`config.mk`:
```
export PLATFORM = sky130hd
export DESIGN_NAME = vm_timers
export DESIGN_NICKNAME = d
export VERILOG_FILES = /design/src/rtl/vm_timers_pkg.sv /design/src/rtl/vmt_tick_gen.sv /design/src/rtl/vmt_countdown.sv /design/src/rtl/vm_timers.sv
export SDC_FILE = /design/constraint.sdc
export NUM_CORES = 1
export LEC_CHECK = 0
export ABC_CLOCK_PERIOD_IN_PS = 4100
export BUFFER_PORTS_ARGS = -buffer_cell sky130_fd_sc_hd__buf_2
export CAP_MARGIN = 20
export CORE_MARGIN = 4
export CORE_UTILIZATION = 50
export DETAILED_ROUTE_END_ITERATION = 8
export PLACE_DENSITY = 0.7
export SLEW_MARGIN = 20
export SYNTH_ARGS = -nofsm -noshare
export SYNTH_HDL_FRONTEND = slang
export SYNTH_HIERARCHICAL = 1
export SYNTH_SLANG_ARGS = --single-unit
```
`constraint.sdc`:
```
create_clock -name clk -period 4.1 [get_ports clk]
set_input_delay 0.41 -clock clk [delete_from_list [all_inputs] [get_ports clk]]
set_output_delay 0.41 -clock clk [all_outputs]
set_load 0.03 [all_outputs]
```
`src/rtl/vm_timers_pkg.sv`:
```
package vm_timers_pkg;

  localparam int unsigned NUM_TIMERS = 2;
  localparam int unsigned IDX_DLY    = 0;
  localparam int unsigned IDX_SND    = 1;

  function automatic int unsigned calc_div(input int unsigned clk_hz,
                                           input int unsigned tick_hz);
    int unsigned d;
    d = (tick_hz == 0) ? 1 : clk_hz / tick_hz;
    return (d < 1) ? 1 : d;
  endfunction

endpackage

```
`src/rtl/vmt_tick_gen.sv`:
```
module vmt_tick_gen #(
  parameter int unsigned DIV = 833333
) (
  input  logic clk,
  input  logic rst,
  output logic tick
);
  localparam int unsigned CW = (DIV > 1) ? $clog2(DIV) : 1;
  localparam logic [CW-1:0] LAST = CW'(DIV - 1);

  generate
    if (DIV == 1) begin : g_every
      assign tick = 1'b1;
    end else begin : g_count
      logic [CW-1:0] cnt;

      always_ff @(posedge clk) begin
        if (rst) begin
          cnt <= '0;
        end else if (cnt == LAST) begin
          cnt <= '0;
        end else begin
          cnt <= cnt + CW'(1);
        end
      end

      assign tick = (cnt == LAST);

      // a tick never lasts two cycles
      p_tick_single_r2: assert property (@(posedge clk) disable iff (rst)
        tick |=> !tick);
      // the divider restarts from the start of its period
      p_restart_r1: assert property (@(posedge clk)
        rst |=> (cnt == '0));
    end
  endgenerate

endmodule

```
`src/rtl/vmt_countdown.sv`:
```
module vmt_countdown #(
  parameter int unsigned W = 8
) (
  input  logic         clk,
  input  logic         rst,
  input  logic         tick,
  input  logic         ld,
  input  logic [W-1:0] ld_data,
  output logic [W-1:0] value,
  output logic         nonzero
);
  logic [W-1:0] nxt;

  always_comb begin
    nxt = value;
    if (ld) begin
      nxt = ld_data;
    end else if (tick && (value != '0)) begin
      nxt = value - W'(1);
    end
  end

  always_ff @(posedge clk) begin
    if (rst) begin
      value   <= '0;
      nonzero <= 1'b0;
    end else begin
      value   <= nxt;
      nonzero <= (nxt != '0);
    end
  end

  // a load always takes the written value
  p_load_r4: assert property (@(posedge clk) disable iff (rst)
    ld |=> (value == $past(ld_data)));
  // a zero count that is not written stays at zero
  p_hold_zero_r3: assert property (@(posedge clk) disable iff (rst)
    (!ld && value == '0) |=> (value == '0));
  // without a load the value only holds or drops by one
  p_step_r2: assert property (@(posedge clk) disable iff (rst)
    !ld |=> (value == $past(value) || value == $past(value) - W'(1)));
  // nonzero flag tracks the count
  p_flag_r7: assert property (@(posedge clk) disable iff (rst)
    1'b1 |=> (nonzero == (value != '0)));

endmodule

```
`src/rtl/vm_timers.sv`:
```
module vm_timers
  import vm_timers_pkg::*;
#(
  parameter int unsigned CLK_HZ  = 50000000,
  parameter int unsigned TICK_HZ = 60,
  parameter int unsigned W       = 8
) (
  input  logic         clk,
  input  logic         rst,
  input  logic         dly_wr,
  input  logic         snd_wr,
  input  logic [W-1:0] wr_data,
  output logic [W-1:0] dly_val,
  output logic [W-1:0] snd_val,
  output logic         buzz_on
);
  localparam int unsigned DIV = calc_div(CLK_HZ, TICK_HZ);

  logic                  tick;
  logic [NUM_TIMERS-1:0] wr_vec;
  logic [NUM_TIMERS-1:0] nz_vec;
  logic [W-1:0]          val_arr [NUM_TIMERS];

  assign wr_vec[IDX_DLY] = dly_wr;
  assign wr_vec[IDX_SND] = snd_wr;

  vmt_tick_gen #(.DIV(DIV)) u_tick (
    .clk  (clk),
    .rst  (rst),
    .tick (tick)
  );

  generate
    for (genvar t = 0; t < NUM_TIMERS; t++) begin : g_tmr
      vmt_countdown #(.W(W)) u_cd (
        .clk     (clk),
        .rst     (rst),
        .tick    (tick),
        .ld      (wr_vec[t]),
        .ld_data (wr_data),
        .value   (val_arr[t]),
        .nonzero (nz_vec[t])
      );
    end
  endgenerate

  assign dly_val = val_arr[IDX_DLY];
  assign snd_val = val_arr[IDX_SND];
  assign buzz_on = nz_vec[IDX_SND];

  // buzzer follows the sound count
  p_buzz_r7: assert property (@(posedge clk) disable iff (rst)
    buzz_on == (snd_val != '0));
  // a sound-only write leaves the delay timer unmoved or ticking
  p_indep_r6: assert property (@(posedge clk) disable iff (rst)
    (snd_wr && !dly_wr && !tick) |=> $stable(dly_val));
  // reset clears both timers and the buzzer
  p_reset_r1: assert property (@(posedge clk)
    rst |=> (dly_val == '0 && snd_val == '0 && !buzz_on));

endmodule

```
==> impl_metrics.env, run 1 <==
export IMPL_path_clk_slew_ps=80
export IMPL_track_usage=0.1894
export IMPL_setup_worst_path_class="flip-flop to flip-flop"
export IMPL_p_leak_nw=0.9047
export IMPL_grt_pass1_vias=1797
export IMPL_maxSlewHeadroom=0.5342
export IMPL_die_x_um=74.59
export IMPL_row_count=23
export IMPL_crit_fanout=10
export IMPL_multi_input_area_sq_um=1374
export IMPL_clockRootBuffer="clkbuf_8"
export IMPL_place_area_sq_um=2377
export IMPL_diodes=0
export IMPL_drt_iter0_markers=117
export IMPL_final_layout_size_suffix_gt1_frac=0.1935
export IMPL_max_freq_mhz=377.7
export IMPL_synthToLayoutAreaGrowth_pct=11.12
export IMPL_holdCritPathClass="input port to flip-flop"
export IMPL_netlist_instances=251
export IMPL_mostFrequentLayoutCells="dfxtp_1 (37), nor2_1 (35), buf_2 (28), xnor2_1 (16), nor3_1 (16)"
export IMPL_startpoint_type="flip-flop"
export IMPL_netlist_area_sq_um=2217
export IMPL_antenna_found_initial=0
export IMPL_antenna_left=0
export IMPL_fin_ws_ps=1452
export IMPL_crit_required_ps=4260
export IMPL_final_common_cell="dfxtp_1"
export IMPL_peakVddDrop_v=0.0002176
export IMPL_fin_nets=296
export IMPL_postCtsSetupRepairBufs=0
export IMPL_grt_max_degree=22
export IMPL_cts_made_buffers=5
export IMPL_core_area_sq_um=4144
export IMPL_wire_per_inst_um=14.25
export IMPL_rsz0062_at_grt="no"
export IMPL_skew_ps=6.985
export IMPL_fp_dieH_um=74.59
export IMPL_maxCapViolCount=0
export IMPL_pwr_density_cell_nw_per_um2=312.9
export IMPL_routed_wl_um=4688
export IMPL_fin_crit_sh=0.6458
export IMPL_slew_viol_final=0
export IMPL_io_pins=29
export IMPL_syn_nets=269
export IMPL_fin_total_pwr_mw=0.7708
export IMPL_first_pass_iters=4
export IMPL_regToRegSetupSlack_ps=1450
export IMPL_die_area_sq_um=5564
export IMPL_routed_via_density=5.717
export IMPL_grt_pass1_wl_um=8162
export IMPL_place_ws_ps=1481
export IMPL_cts_tree="built"
export IMPL_num_fill_cells=382
export IMPL_h_tree_depth=2
export IMPL_yosys_warnings=6
export IMPL_avgSynthCellArea_sq_um=8.833
export IMPL_setup_viol=0
export IMPL_regArea_sq_um=740.7
export IMPL_num_vias=1881
export IMPL_fin_tns_setup_ps=0
export IMPL_cts_sinks=37
export IMPL_hold_viol_final=0
export IMPL_cts_hold_fix_buffers=0
export IMPL_worstPathArrival_ps=2800
export IMPL_clock_latency_ps=290
export IMPL_gp_congestion=0.8740
export IMPL_clockBufferDepth=2
export IMPL_floorplan_initialDensity=0.5350
export IMPL_ctsResizeCount=0
export IMPL_worstMarginPinSlew_ps=698.8
export IMPL_overflow=0
export IMPL_crit_path_end_kind="flip-flop"
export IMPL_period_needed_ps=2648
export IMPL_finalInstanceArea_sq_um=2464
export IMPL_dpl_hpwl_um=3455
export IMPL_status="completed"
export IMPL_drc=0
export IMPL_io_buffers=28
-- worst paths after layout --
kind | startpoint | endpoint | depth (start not counted)
setup / recovery | u_tick/g_count.cnt[9] | g_tmr[1].u_cd/nonzero | 9
hold reg to reg | u_tick/g_count.cnt[19] | u_tick/g_count.cnt[19] | 2
setup reg to reg | u_tick/g_count.cnt[9] | g_tmr[1].u_cd/nonzero | 9
hold / removal | wr_data[6] | g_tmr[0].u_cd/value[6] | 3
-- layer usage --
layer / wire length [um] / part of all wire / global-route usage
met1: 1989 / 0.42 / 0.2246
met2: 2327 / 0.50 / 0.3298
met3: 284 / 0.061 / 0.04324
met4: 87 / 0.019 / 0.07510
met5: 0 / 0 / 0
-- cell type report --
type                            count  share of cell area
Multi-Input combinational cell    191              0.5576
Inverter                           14             0.02133
Sequential cell                    37              0.3007
Clock buffer                        5             0.02793
Tap cell                           50             0.02539
Timing Repair Buffer               29             0.05993
Clock inverter                      3            0.007110
-- critical path, stage by stage, from the launching register on --
cell and delay [ps]:
dfxtp_1 410, nand4_1 130, or3b_1 450, nor4_1 210, buf_4 230, nor4b_4 290
nor2b_1 110, o32ai_1 330, o221a_1 250, a41oi_1 110
-- sequential cells by signal, indices dropped and copies added (netlist names) --
register / cells
g_tmr.u_cd/nonzero: 1
u_tick/g_count.cnt: 20
g_tmr.u_cd/value: 16
-- report_power, final --
part	switching [mW]	leakage (nW)	internal [mW]
sequential	0.0256	0.303	0.372
combinational	0.0762	0.558	0.0480
clock	0.131	0.0439	0.117
-- stage by stage --
step	hold WS [ps]	std cells	utilization
after global routing	432.1	329	0.5945
after CTS	409.2	329	0.5945
after global placement	472.9	321	0.5737
after floorplan	453.1	251	-
after detailed placement	487.0	321	0.5737
final	408.6	329	0.5945
Note: power is estimated with default switching activity, not from simulation.
==> run 2, diff against run 1 <==
--- a/config.mk
+++ b/config.mk
@@ -5,13 +5,14 @@
 export SDC_FILE = /design/constraint.sdc
 export NUM_CORES = 1
 export LEC_CHECK = 0
-export ABC_CLOCK_PERIOD_IN_PS = 4100
+export ABC_AREA = 1
+export ABC_CLOCK_PERIOD_IN_PS = 2150
 export BUFFER_PORTS_ARGS = -buffer_cell sky130_fd_sc_hd__buf_2
 export CAP_MARGIN = 20
 export CORE_MARGIN = 4
 export CORE_UTILIZATION = 50
 export DETAILED_ROUTE_END_ITERATION = 8
-export PLACE_DENSITY = 0.7
+export PLACE_DENSITY = 0.73
 export SLEW_MARGIN = 20
 export SYNTH_ARGS = -nofsm -noshare
 export SYNTH_HDL_FRONTEND = slang
==> constraint.sdc (replaced) <==
create_clock -name clk -period 2.15 [get_ports clk]
set_input_delay 0.215 -clock clk [delete_from_list [all_inputs] [get_ports clk]]
set_output_delay 0.215 -clock clk [all_outputs]
set_load 0.03 [all_outputs]
==> run 2 against run 1 <==
Net effect: register-to-register slack got worse by 1300 ps; maximum frequency increased by 34%; non-clock buffer count increased by 9; setup slack got worse by 1300 ps; first-iteration DRC count increased by 20%; critical path depth increased by 4; die area increased by 11%; power increased by 97%; clock power increased by 95%; critical path type unchanged; critical endpoint unchanged; highest routed layer unchanged.
==> impl_metrics.env, run 2 <==
export IMPL_status="completed"
export IMPL_cts_sinks=37
export IMPL_p_leak_nw=1.278
export IMPL_top_register="u_tick/g_count.cnt"
export IMPL_synthToLayoutAreaGrowth_pct=14.11
export IMPL_fin_nets=431
export IMPL_holdCritPathClass="input port to flip-flop"
export IMPL_slew_viol_final=0
export IMPL_io_pins=29
export IMPL_p_switching_mw=0.4555
export IMPL_fin_ws_ps=169.8
export IMPL_avgSynthCellArea_sq_um=6.641
export IMPL_hold_viol_final=0
export IMPL_top_regs="u_tick/g_count.cnt x20, g_tmr.u_cd/value x16, g_tmr.u_cd/nonzero x1"
export IMPL_wl_met2_um=2919
export IMPL_h_tree_depth=2
export IMPL_switching_share=0.2996
export IMPL_skew_ps=6.709
export IMPL_crit_required_ps=2320
export IMPL_worstMarginPinSlew_ps=319.9
export IMPL_io_buffers=28
export IMPL_max_freq_mhz=505.0
export IMPL_maxSlewHeadroom=0.7851
export IMPL_clock_latency_ps=290
export IMPL_antenna_left=0
export IMPL_clockBufferDepth=2
export IMPL_place_ws_ps=142.3
export IMPL_clockRootBuffer="clkbuf_8"
export IMPL_drc=0
export IMPL_pwr_density_cell_nw_per_um2=536.5
export IMPL_clockPowerShare=0.320
export IMPL_fin_hold_ws_ps=193.5
export IMPL_setup_worst_path_class="flip-flop to flip-flop"
export IMPL_die_x_um=78.48
export IMPL_die_area_sq_um=6159
export IMPL_wl_met1_um=2528
export IMPL_startpoint_type="flip-flop"
export IMPL_path_clk_slew_ps=70
export IMPL_maxCapViolCount=0
export IMPL_overflow=0
export IMPL_peakVddDrop_v=0.0004639
export IMPL_mostFrequentLayoutCells="nand2_1 (130), dfxtp_1 (36), inv_1 (32), buf_2 (29), nor2_1 (28)"
export IMPL_slowest_stage="nor4_4"
export IMPL_fp_dieH_um=78.48
export IMPL_fin_crit_sh=0.9210
export IMPL_grt_max_degree=20
export IMPL_cts_made_buffers=5
export IMPL_pwr_share_seq=0.486
export IMPL_largest_register_ffs=20
export IMPL_yosys_warnings=6
export IMPL_highest_layer="met4"
export IMPL_antenna_found_initial=0
export IMPL_num_vias=2405
export IMPL_met3WireLength_um=228
export IMPL_syn_nets=392
export IMPL_period_needed_ps=1980
export IMPL_worstPathArrival_ps=2150
export IMPL_pwr_share_comb=0.194
export IMPL_crit_chain="inv_1, ha_2, nand3_2, nor4_4, inv_2, nor2_4, nand2_1, nand3_1, nand2_1, nor2_1, nand2_1, nor2_1, nor2_1"
export IMPL_setup_viol=0
export IMPL_routed_via_density=5.010
export IMPL_floorplan_initialDensity=0.5224
export IMPL_netlist_area_sq_um=2484
export IMPL_final_layout_size_suffix_gt1_frac=0.2470
export IMPL_wire_per_inst_um=11.91
export IMPL_fin_tns_setup_ps=0
export IMPL_routed_wl_um=5718
export IMPL_row_count=25
export IMPL_crit_path_end_kind="flip-flop"
export IMPL_dpl_hpwl_um=4512
export IMPL_regToRegSetupSlack_ps=170
export IMPL_grt_pass1_wl_um=9777
export IMPL_netlist_instances=374
export IMPL_gp_congestion=0.9656
export IMPL_core_area_sq_um=4755
export IMPL_diodes=0
export IMPL_crit_fanout=6
export IMPL_internal_power_mw=1.065
export IMPL_track_usage=0.1961
export IMPL_cpPeakStageDelay_ps=390
export IMPL_grt_pass1_vias=2282
export IMPL_drt_iter0_markers=140
export IMPL_cts_tree="built"
export IMPL_first_pass_iters=4
export IMPL_final_common_cell="nand2_1"
==> run 2: path summary, 6_finish.rpt <==
path | from | endpoint | depth (start not counted)
setup reg to reg | u_tick/g_count.cnt[0] | g_tmr[1].u_cd/nonzero | 13
hold / removal | wr_data[6] | g_tmr[0].u_cd/value[6] | 3
setup / recovery | u_tick/g_count.cnt[0] | g_tmr[1].u_cd/nonzero | 13
hold reg to reg | u_tick/g_count.cnt[0] | u_tick/g_count.cnt[0] | 1
==> run 2: stage by stage <==
step / area, sq um / instances / power (mW) / utilization
after floorplan: 2499 / 374 / 0.9844 / -
after global placement: 2715 / 470 / 1.046 / 0.5711
after detailed placement: 2715 / 470 / 1.049 / 0.5711
after CTS: 2801 / 477 / 1.537 / 0.5892
after global routing: 2834 / 480 / 1.600 / 0.5961
final: 2834 / 480 / 1.521 / 0.5961
==> run 2: routing by layer <==
layer  track usage  up-vias
met1        0.2270     1095
met3       0.04014        5
met5             0        -
met4       0.05944        0
met2        0.3604       46
li1              -     1259
==> run 2: power by group through the flow <==
stage | Combinational [mW] | Sequential (mW) | Clock (mW)
3_3_place_gp | 0.292 | 0.754 | 0
4_1_cts | 0.296 | 0.739 | 0.502
5_1_grt | 0.332 | 0.743 | 0.525
3_5_place_dp | 0.295 | 0.754 | 0
2_1_floorplan | 0.200 | 0.784 | 0
6_report | 0.295 | 0.739 | 0.486
==> run 2: area by class of cell <==
cell class	instances	area, sq um
clock buffers	7	86.33
fillers	474	1921
inverters	38	142.6
multi-input cells	293	1563
flip-flops and latches	37	742.0
well taps	67	83.83
repair buffers	38	216.5
==> run 2: worst max-delay path, delay by kind of cell, from the launching register on <==
family	cells	cell delay [ps]
flops	1	340
fa+ha+maj	1	170
simple gates	10	1170
buf+inv	2	170
==> run 2: repair_timing <==
action,4_1_cts,5_1_grt
hold buffers,0,0
setup endpoints to repair,0,6
endpoints found under the hold margin,0,0
setup buffers,0,2
gates resized for setup,0,4
==> run 3, diff against run 2 <==
--- a/config.mk
+++ b/config.mk
@@ -6,7 +6,7 @@
 export NUM_CORES = 1
 export LEC_CHECK = 0
 export ABC_AREA = 1
-export ABC_CLOCK_PERIOD_IN_PS = 2150
+export ABC_CLOCK_PERIOD_IN_PS = 1800
 export BUFFER_PORTS_ARGS = -buffer_cell sky130_fd_sc_hd__buf_2
 export CAP_MARGIN = 20
 export CORE_MARGIN = 4
@@ -16,5 +16,4 @@
 export SLEW_MARGIN = 20
 export SYNTH_ARGS = -nofsm -noshare
 export SYNTH_HDL_FRONTEND = slang
-export SYNTH_HIERARCHICAL = 1
 export SYNTH_SLANG_ARGS = --single-unit
==> constraint.sdc (replaced) <==
create_clock -name clk -period 1.8 [get_ports clk]
set_input_delay 0.18 -clock clk [delete_from_list [all_inputs] [get_ports clk]]
set_output_delay 0.18 -clock clk [all_outputs]
set_load 0.03 [all_outputs]
==> run 3 against run 2 <==
Net effect: design area is 0.97% higher; power is 22% higher; first-iteration DRC count is 33% higher; core utilization is 6.1 points higher; synthesized cell count is 7.2% lower; wire length is 2.3% lower; clock power is 31% higher; sequential power is 20% higher; non-clock buffer count is 13 higher; combinational power is 13% higher.
==> impl_metrics.env, run 3 <==
export IMPL_yosysTopAreaCell="dfxtp_1"
export IMPL_drt_iter0_markers=186
export IMPL_num_fill_cells=382
export IMPL_setup_worst_path_class="flip-flop to flip-flop"
export IMPL_row_count=24
export IMPL_place_area_sq_um=2601
export IMPL_drc=0
export IMPL_pwr_density_cell_nw_per_um2=648.8
export IMPL_p_leak_nw=1.279
export IMPL_h_tree_depth=2
export IMPL_synth_area_top_cells="dfxtp_1 (33%), nand2_1 (14%), inv_1 (8.0%), nor2_1 (8.0%), nand3_1 (6.4%)"
export IMPL_period_needed_ps=1755
export IMPL_slew_viol_final=0
export IMPL_synthFlopType="dfxtp_1"
export IMPL_grt_pass1_vias=1986
export IMPL_antenna_left=0
export IMPL_wire_per_inst_um=12.33
export IMPL_top_register="u_tick.g_count.cnt"
export IMPL_routed_wl_um=5584
export IMPL_yosys_warnings=0
export IMPL_pwr_share_comb=0.179
export IMPL_multi_input_area_sq_um=1428
export IMPL_crit_fanout=5
export IMPL_crit_path_end_kind="flip-flop"
export IMPL_startpoint_type="flip-flop"
export IMPL_synth_compound_area_frac=0.07590
export IMPL_cts_made_buffers=5
export IMPL_io_buffers=28
export IMPL_async_flop_share=0
export IMPL_synth_xor_area_share=0.05042
export IMPL_internal_power_mw=1.317
export IMPL_first_pass_iters=4
export IMPL_synth_edf_count=0
export IMPL_synth_most_common_cell="nand2_1"
export IMPL_synthToLayoutAreaGrowth_pct=26.70
export IMPL_final_common_cell="nand2_1"
export IMPL_holdCritPathClass="input port to flip-flop"
export IMPL_cts_tree="built"
export IMPL_syn_nets=365
export IMPL_fp_dieH_um=75.21
export IMPL_yosys_register_bits=37
export IMPL_top_regs="u_tick.g_count.cnt x20, g_tmr.u_cd.value x16, g_tmr.u_cd.nonzero x1"
export IMPL_track_usage=0.2023
export IMPL_synth_mux_area_frac=0
export IMPL_max_freq_mhz=569.8
export IMPL_synthAdderAreaFrac=0.03324
export IMPL_crit_required_ps=2020
export IMPL_fin_hold_ws_ps=166.8
export IMPL_setup_viol=0
export IMPL_worstPathArrival_ps=1980
export IMPL_netlist_area_sq_um=2258
export IMPL_status="completed"
export IMPL_cts_sinks=37
export IMPL_dpl_hpwl_um=4109
export IMPL_peakVddDrop_v=0.0004926
export IMPL_finalInstanceArea_sq_um=2861
export IMPL_clockRootBuffer="clkbuf_8"
export IMPL_synth_common_cells="nand2_1 (82), inv_1 (48), nor2_1 (48), dfxtp_1 (37), nand3_1 (29)"
export IMPL_fin_tns_setup_ps=0
export IMPL_synth_top_area_share=0.3280
export IMPL_largest_register_ffs=20
export IMPL_fin_nets=418
export IMPL_floorplan_initialDensity=0.5187
export IMPL_mostFrequentLayoutCells="nand2_1 (79), inv_1 (44), nor2_1 (43), dfxtp_1 (29)"
export IMPL_clockPowerShare=0.344
export IMPL_ys_types=32
export IMPL_diodes=0
export IMPL_path_clk_slew_ps=80
export IMPL_clock_latency_ps=290
export IMPL_regArea_sq_um=755.7
export IMPL_synth_top_family_by_area="simple AND/OR/NAND/NOR gates"
export IMPL_grt_max_degree=19
export IMPL_rsz0062_at_grt="yes"
export IMPL_io_pins=29
export IMPL_fin_crit_sh=0.9749
export IMPL_switching_share=0.2907
export IMPL_synthSimpleGateAreaFrac=0.4222
export IMPL_gp_congestion=0.9247
export IMPL_p_switching_mw=0.5397
export IMPL_die_area_sq_um=5656
export IMPL_routed_via_density=5.117
export IMPL_die_x_um=75.21
export IMPL_clockBufferDepth=2
export IMPL_core_area_sq_um=4354
export IMPL_avgSynthCellArea_sq_um=6.508
export IMPL_maxSlewHeadroom=0.7597
export IMPL_antenna_found_initial=0
export IMPL_overflow=0
export IMPL_yosysSeqAreaShare=0.3280
export IMPL_skew_ps=5.504
export IMPL_hold_viol_final=0
export IMPL_netlist_instances=347
export IMPL_pwr_share_seq=0.476
export IMPL_num_vias=2318
export IMPL_worstMarginPinSlew_ps=359.9
export IMPL_final_layout_size_suffix_gt1_frac=0.2718
export IMPL_grt_pass1_wl_um=9025
export IMPL_maxCapViolCount=0
-- run 3: changes by cell type in the layout (fill, tap and decap cells not counted), moves of 5 or more --
cell     delta
o21ai_0     +5
a21oi_1    -12
inv_1      +12
nand2_1    -51
nor2_2     -13
buf_4      +14
xor2_1      +7
nor2_1     +15
nand2_4     -5
dfxtp_1     -7
or2_2       +8
dfxtp_2     +5
-- run 3: timing repair --
item / CTS / global route
buffers inserted: 0 / 4
gates cloned: 0 / 0
hold buffers: 0 / 0
gates resized for setup: 1 / 39
endpoints found under the setup margin: 2 / 16
pin swaps: 0 / 11
-- run 3: path summary, 6_finish.rpt --
kind | start | to | slack, ps | cells past startpoint
hold reg to reg | u_tick.g_count.cnt[0] | u_tick.g_count.cnt[0] | 460 | 1
setup reg to reg | u_tick.g_count.cnt[1] | g_tmr[0].u_cd.value[0] | 50 | 11
setup / recovery | u_tick.g_count.cnt[1] | g_tmr[0].u_cd.value[0] | 50 | 11
hold / removal | wr_data[7] | g_tmr[0].u_cd.value[7] | 170 | 3
-- run 3: power groups by stage --
stage	Combinational (mW)	Sequential (mW)	Clock [mW]
finish	0.333	0.885	0.639
global route	0.370	0.889	0.687
CTS	0.315	0.882	0.655
detailed placement	0.312	0.901	0
global placement	0.307	0.901	0
floorplan	0.174	0.944	0
-- run 3: through the flow --
stage / power [mW] / setup slack (ps) / cells / util
CTS: 1.852 / 3.013 / 449 / 0.6218
finish: 1.856 / 45.10 / 453 / 0.6572
global route: 1.946 / -61.71 / 453 / 0.6572
detailed placement: 1.213 / 8.211 / 441 / 0.5974
global placement: 1.208 / 32.73 / 441 / 0.5974
floorplan: 1.118 / 60.10 / 347 / -
-- run 3: metal layers --
| metal | wire (um) | track usage |
|---|---|---|
| met5 | 0 | 0 |
| met4 | 49 | 0.06214 |
| met3 | 270 | 0.04272 |
| met2 | 2578 | 0.2998 |
| met1 | 2686 | 0.2936 |
-- run 3: cell families after synthesis --
family                   Yosys count
AND/OR/NAND/NOR                  207
adder cells (fa/ha/maj)            6
flip-flops                        37
XOR/XNOR                          13
AO/OA/AOI/OAI                     30
buffers and inverters             54
-- run 3: layout make-up --
type                       count  share of cell area
clock buffer                   7             0.03367
clock inverter                 1            0.001749
inverter                      49             0.06515
multi-input combinational    256              0.4989
sequential                    37              0.2641
tap                           52             0.02274
timing repair buffer          51              0.1137
-- run 3: worst max-delay path: stages (launching register included) --
cell and delay, ps:
dfxtp_2 350, inv_2 70, ha_4 150, nand2_4 50
nor2_4 110, nand4_1 150, nor2_4 220, nand2_4 100
nor2_4 170, buf_4 130, a22oi_1 50, a21oi_1 130
